### src/rtl/ocsum_rot.sv
module ocsum_rot #(
  parameter int W  = 16,
  parameter int CW = 16
) (
  input  logic          clk,
  input  logic          rst_n,
  input  logic          start,
  input  logic          fresh,
  input  logic [W-1:0]  init_sum,
  input  logic [CW-1:0] count,
  input  logic          in_valid,
  input  logic [W-1:0]  in_word,
  output logic          in_ready,
  input  logic          abort,
  output logic          done,
  output logic          halted,
  output logic [W-1:0]  result,
  output logic [CW-1:0] remaining
);

  localparam logic [CW-1:0] ONE = CW'(1);

  logic          busy;
  logic [W-1:0]  sum;
  logic [CW-1:0] cnt;

  logic [W:0]    wide;
  logic [W-1:0]  folded, stepped, mapped, seed;
  logic          take;

  assign wide    = {1'b0, sum} + {1'b0, in_word};
  assign folded  = wide[W-1:0] + {{(W-1){1'b0}}, wide[W]};
  assign stepped = {folded[W-2:0], folded[W-1]};
  assign mapped  = (&stepped) ? '0 : stepped;
  assign seed    = fresh ? '0 : init_sum;

  assign in_ready = busy & ~abort;
  assign take     = in_ready & in_valid;

  always_ff @(posedge clk) begin
    if (!rst_n) begin
      busy      <= 1'b0;
      sum       <= '0;
      cnt       <= '0;
      done      <= 1'b0;
      halted    <= 1'b0;
      result    <= '0;
      remaining <= '0;
    end else begin
      done   <= 1'b0;
      halted <= 1'b0;
      if (!busy && start) begin
        sum <= seed;
        cnt <= count;
        if (count == '0) begin
          done      <= 1'b1;
          result    <= seed;
          remaining <= '0;
        end else begin
          busy <= 1'b1;
        end
      end else if (busy && abort) begin
        busy      <= 1'b0;
        done      <= 1'b1;
        halted    <= 1'b1;
        result    <= sum;
        remaining <= cnt;
      end else if (take) begin
        sum <= stepped;
        cnt <= cnt - ONE;
        if (cnt == ONE) begin
          busy      <= 1'b0;
          done      <= 1'b1;
          result    <= mapped;
          remaining <= '0;
        end
      end
    end
  end

  a_r4_ready_needs_job: assert property (@(posedge clk) disable iff (!rst_n)
    in_ready |-> (busy && cnt != '0));

  a_r4_one_word_per_step: assert property (@(posedge clk) disable iff (!rst_n)
    take |=> cnt == $past(cnt) - ONE);

  a_r2_start_ignored_busy: assert property (@(posedge clk) disable iff (!rst_n)
    (busy && start && !abort && !in_valid) |=> (busy && cnt == $past(cnt) && sum == $past(sum)));

  a_r5_final_mapped: assert property (@(posedge clk) disable iff (!rst_n)
    (take && cnt == ONE) |=> (done && !halted && remaining == '0 && !(&result)));

  a_r7_stop_reports: assert property (@(posedge clk) disable iff (!rst_n)
    (busy && abort) |=> (done && halted && !busy && remaining == $past(cnt) && result == $past(sum)));

  a_r5_done_single: assert property (@(posedge clk) disable iff (!rst_n)
    (done && !start) |=> !done);

endmodule

### config.mk
export PLATFORM = sky130hd
export DESIGN_NAME = ocsum_rot
export DESIGN_NICKNAME = d
export VERILOG_FILES = /design/src/rtl/ocsum_rot.sv
export SDC_FILE = /design/constraint.sdc
export NUM_CORES = 1
export LEC_CHECK = 0
export ABC_AREA = 1
export BUFFER_PORTS_ARGS = -buffer_cell sky130_fd_sc_hd__buf_2
export CAP_MARGIN = 20
export CORE_MARGIN = 4
export CORE_UTILIZATION = 45
export DETAILED_ROUTE_END_ITERATION = 8
export HOLD_SLACK_MARGIN = 0.08
export PLACE_DENSITY = 0.78
export SKIP_LAST_GASP = 1
export SYNTH_ARGS = -nofsm -noshare
export SYNTH_HDL_FRONTEND = slang
export SYNTH_SLANG_ARGS = --single-unit
### constraint.sdc
create_clock -name clk -period 4.3 [get_ports clk]
set_input_delay 0.43 -clock clk [delete_from_list [all_inputs] [get_ports clk]]
set_output_delay 0.43 -clock clk [all_outputs]
set_load 0.005 [all_outputs]
==> impl_metrics.env <==
export IMPL_synth_most_common_cell="nand2_1"
export IMPL_ant_nets=0
export IMPL_fill_cells=1062
export IMPL_postSynthCellCount=760
export IMPL_r2r_end="result[15]"
export IMPL_num_vias=5274
export IMPL_p_clk_share_pct=26.5
export IMPL_cp_cell_sequence="ha_1 > fa_1 > nand2_1 > nand2_1 > nand3_1 > nand2_1 > nand2_1 > nand2_1 > a21oi_1 > o21bai_1 > ha_1 > nand2_1 > nor2_2 > nand3_1 > nor2_1 > nand2_1 > nand2_1 > nand2_1 > nor2_2 > nand3_2 > nor2_4 > nand4_4 > nand2_1 > a21oi_1"
export IMPL_postCtsResizedCells=0
export IMPL_max_clock_path_buffers=2
export IMPL_dr_pass1_iters=5
export IMPL_port_buffers=88
export IMPL_io_pins=89
export IMPL_postLayoutCoreUtil_pct=53.6
export IMPL_grt_total_usage_pct=21.6
export IMPL_seqCellArea_sq_um=1340
export IMPL_ir_drop_uv=195
export IMPL_multi_input_area_sq_um=3100
export IMPL_antenna_found_initial=0
export IMPL_synth_nets=835
export IMPL_critPathMaxFanout=15
export IMPL_rsz0062_at_grt="false"
export IMPL_endpoint_kind="flop"
export IMPL_critPathLaunch="sum[0]"
export IMPL_fmax_ghz=0.266
export IMPL_final_max_slew_viol_count=0
export IMPL_synthTopCellsByCount="nand2_1 (241), dfxtp_1 (67), inv_1 (65)"
export IMPL_startpoint_type="flop"
export IMPL_critical_path_class="flop to flop"
export IMPL_hp_class="input port to flop"
export IMPL_switching_share_pct=40.5
export IMPL_finalSetupViolCount=0
export IMPL_switching_power_w=0.000857
export IMPL_fin_setup_tns_ps=0
export IMPL_r2r_slack_ps=540
export IMPL_nNetsFinal=912
export IMPL_drt_initial_drc_count=460
export IMPL_worst_ep_arrival_time_ps=4000
export IMPL_power_density_nw_per_um2=379
export IMPL_numCtsBuffers=9
export IMPL_clk_latency_ps=350
export IMPL_die_x_um=112
export IMPL_synth_top_area_share_pct=27.8
export IMPL_r2r_cells=24
export IMPL_via_per_inst=5.39
export IMPL_reg2reg_from="sum[0]"
export IMPL_cts_hold_buf=0
export IMPL_syn2layout_area_growth_pct=15.5
export IMPL_clock_sinks=67
export IMPL_status="finished clean"
export IMPL_synthArstFlopShare_pct=0
export IMPL_overflow=0
export IMPL_grt_pass1_wl_mm=22.5
export IMPL_wl_per_cell_um=14.0
export IMPL_row_count=37
export IMPL_stdcell_count=978
export IMPL_synth_area_sq_um=4830
export IMPL_synthFlopType="dfxtp_1"
export IMPL_drc=0
export IMPL_final_hold_viol_count=0
export IMPL_cts_setup_buffers=0
export IMPL_totalWireLength_mm=13.7
export IMPL_core_area_sq_um=10400
export IMPL_start_util_pct=46.4
export IMPL_skew_ps=10.2
export IMPL_worstMarginPinSlew_ps=934
export IMPL_internal_power_w=0.00126
export IMPL_synth_cell_types=37
export IMPL_hpwlAfterDp_mm=10.5
export IMPL_grt_max_degree=36
export IMPL_htreeDepth=3
export IMPL_path_clk_slew_ps=80
export IMPL_dp_cells=962
export IMPL_cts_tree="built"
export IMPL_die_h_um=112
export IMPL_avgSynthCellArea_sq_um=6.36
export IMPL_crit_path_end="result[15]"
export IMPL_synth_top_area_cell="dfxtp_1"
export IMPL_maxCapViolCount=0
export IMPL_synth_edff_count=0
export IMPL_slowest_stage="dfxtp_1"
export IMPL_place_gp_congestion=0.937
export IMPL_leakagePower_nw=2.71
export IMPL_combPwrFrac_pct=39.0
export IMPL_dieArea_sq_um=12500
export IMPL_cts_root_buffer="clkbuf_8"
export IMPL_seq_power_share_pct=34.6
export IMPL_period_minus_slack_ps=3760
export IMPL_yosysSeqAreaShare_pct=27.8
export IMPL_slew_headroom_pct=37.3
export IMPL_grt_pass1_vias=4656
export IMPL_yosysWarnings=0
export IMPL_post_route_period_util_pct=87.4
export IMPL_ys_seq_elements=67
export IMPL_max_stage_delay_ps=380
export IMPL_synth_area_leaders="dfxtp_1 (28%), nand2_1 (19%), ha_1 (5.2%), nand3_1 (5.1%), inv_1 (5.0%)"
export IMPL_crit_top_cell="nand2_1"
export IMPL_crit_required_ps=4540
export IMPL_antennaDiodeCount=0
export IMPL_drive_above_1_share_pct=21.0
==> per-layer routing <==
metal | vias to the layer above | track usage (%) | routed length (um)
met2 | 191 | 32.5 | 5960
met5 | - | 0 | 0
met4 | 0 | 4.95 | 191
li1 | 2679 | - | -
met3 | 15 | 3.75 | 848
met1 | 2389 | 32.0 | 6700
==> power groups by stage <==
stage	sequential (W)	combinational (W)	clock [W]
6_report	0.000732	0.000825	0.000561
5_1_grt	0.000738	0.000929	0.000593
4_1_cts	0.000731	0.000814	0.000567
3_5_place_dp	0.000744	0.000810	0
3_3_place_gp	0.000744	0.000800	0
2_1_floorplan	0.000728	0.000610	0
==> sequential cells by signal, summed over array words and instances, names as in the netlist <==
| register | flops |
|---|---|
| cnt | 16 |
| remaining | 16 |
| result | 16 |
| sum | 16 |
| busy | 1 |
| done | 1 |
| halted | 1 |
==> kinds of logic after synthesis <==
kind of cell	share of synthesized area, %
simple gates	39.1
compound gates	17.3
buf+inv	8.08
flops	27.8
fa+ha+maj	5.59
xor+xnor	2.17
==> worst max-delay path: cells and delay by family, from the launching register on <==
family | cells | cell delay [ps]
AOI/OAI and AO/OA | 3 | 310
and+or+nand+nor | 18 | 2200
DFF | 1 | 380
adders and majority gates | 3 | 750
==> through the flow <==
stage	hold WS [ps]	worst slack [ps]	total power, W	instance area [sq um]
CTS	345	565	0.00211	5580
detailed placement	452	445	0.00155	5370
floorplan	449	1030	0.00134	4830
global route	350	11.3	0.00226	5580
global placement	448	587	0.00154	5370
finish	353	540	0.00212	5580
==> layout by cell type, fill, tap and decap left out, drive strengths merged <==
| master | n |
|---|---|
| nand3b | 1 |
| or2 | 1 |
| a21oi | 49 |
| o211ai | 2 |
| a211oi | 2 |
| and2 | 2 |
| nand4 | 16 |
| o21bai | 3 |
| o21ai | 37 |
| nor4 | 5 |
| fa | 1 |
| nand2 | 271 |
| clkinv | 4 |
| clkinvlp | 1 |
| nor3 | 3 |
| inv | 73 |
| nand3 | 53 |
| xor2 | 9 |
| bufinv | 1 |
| ha | 20 |
| xnor2 | 3 |
| nor2 | 72 |
| a221oi | 14 |
| o311ai | 2 |
| buf | 93 |
| clkbuf | 11 |
| a31oi | 26 |
| dfxtp | 67 |
==> worst min-delay path by stage <==
stage	startpoint	endpoint	slack [ps]	cells past startpoint
3_3_place_gp	remaining[1]	remaining[1]	450	2
5_1_grt	count[13]	cnt[13]	350	3
6_report	init_sum[4]	sum[4]	350	3
3_5_place_dp	remaining[10]	remaining[10]	450	2
2_1_floorplan	sum[2]	sum[2]	450	2
4_1_cts	count[13]	cnt[13]	350	3
==> cell type report <==
cell class / instances / share of cell area (%)
Timing Repair Buffer: 93 / 8.56
Inverter: 74 / 4.98
Clock buffer: 11 / 2.71
Multi-Input combinational cell: 592 / 55.6
Sequential cell: 67 / 24.0
Tap cell: 136 / 3.05
Clock inverter: 5 / 1.08
No activity file was read; power rests on OpenSTA's default activity.
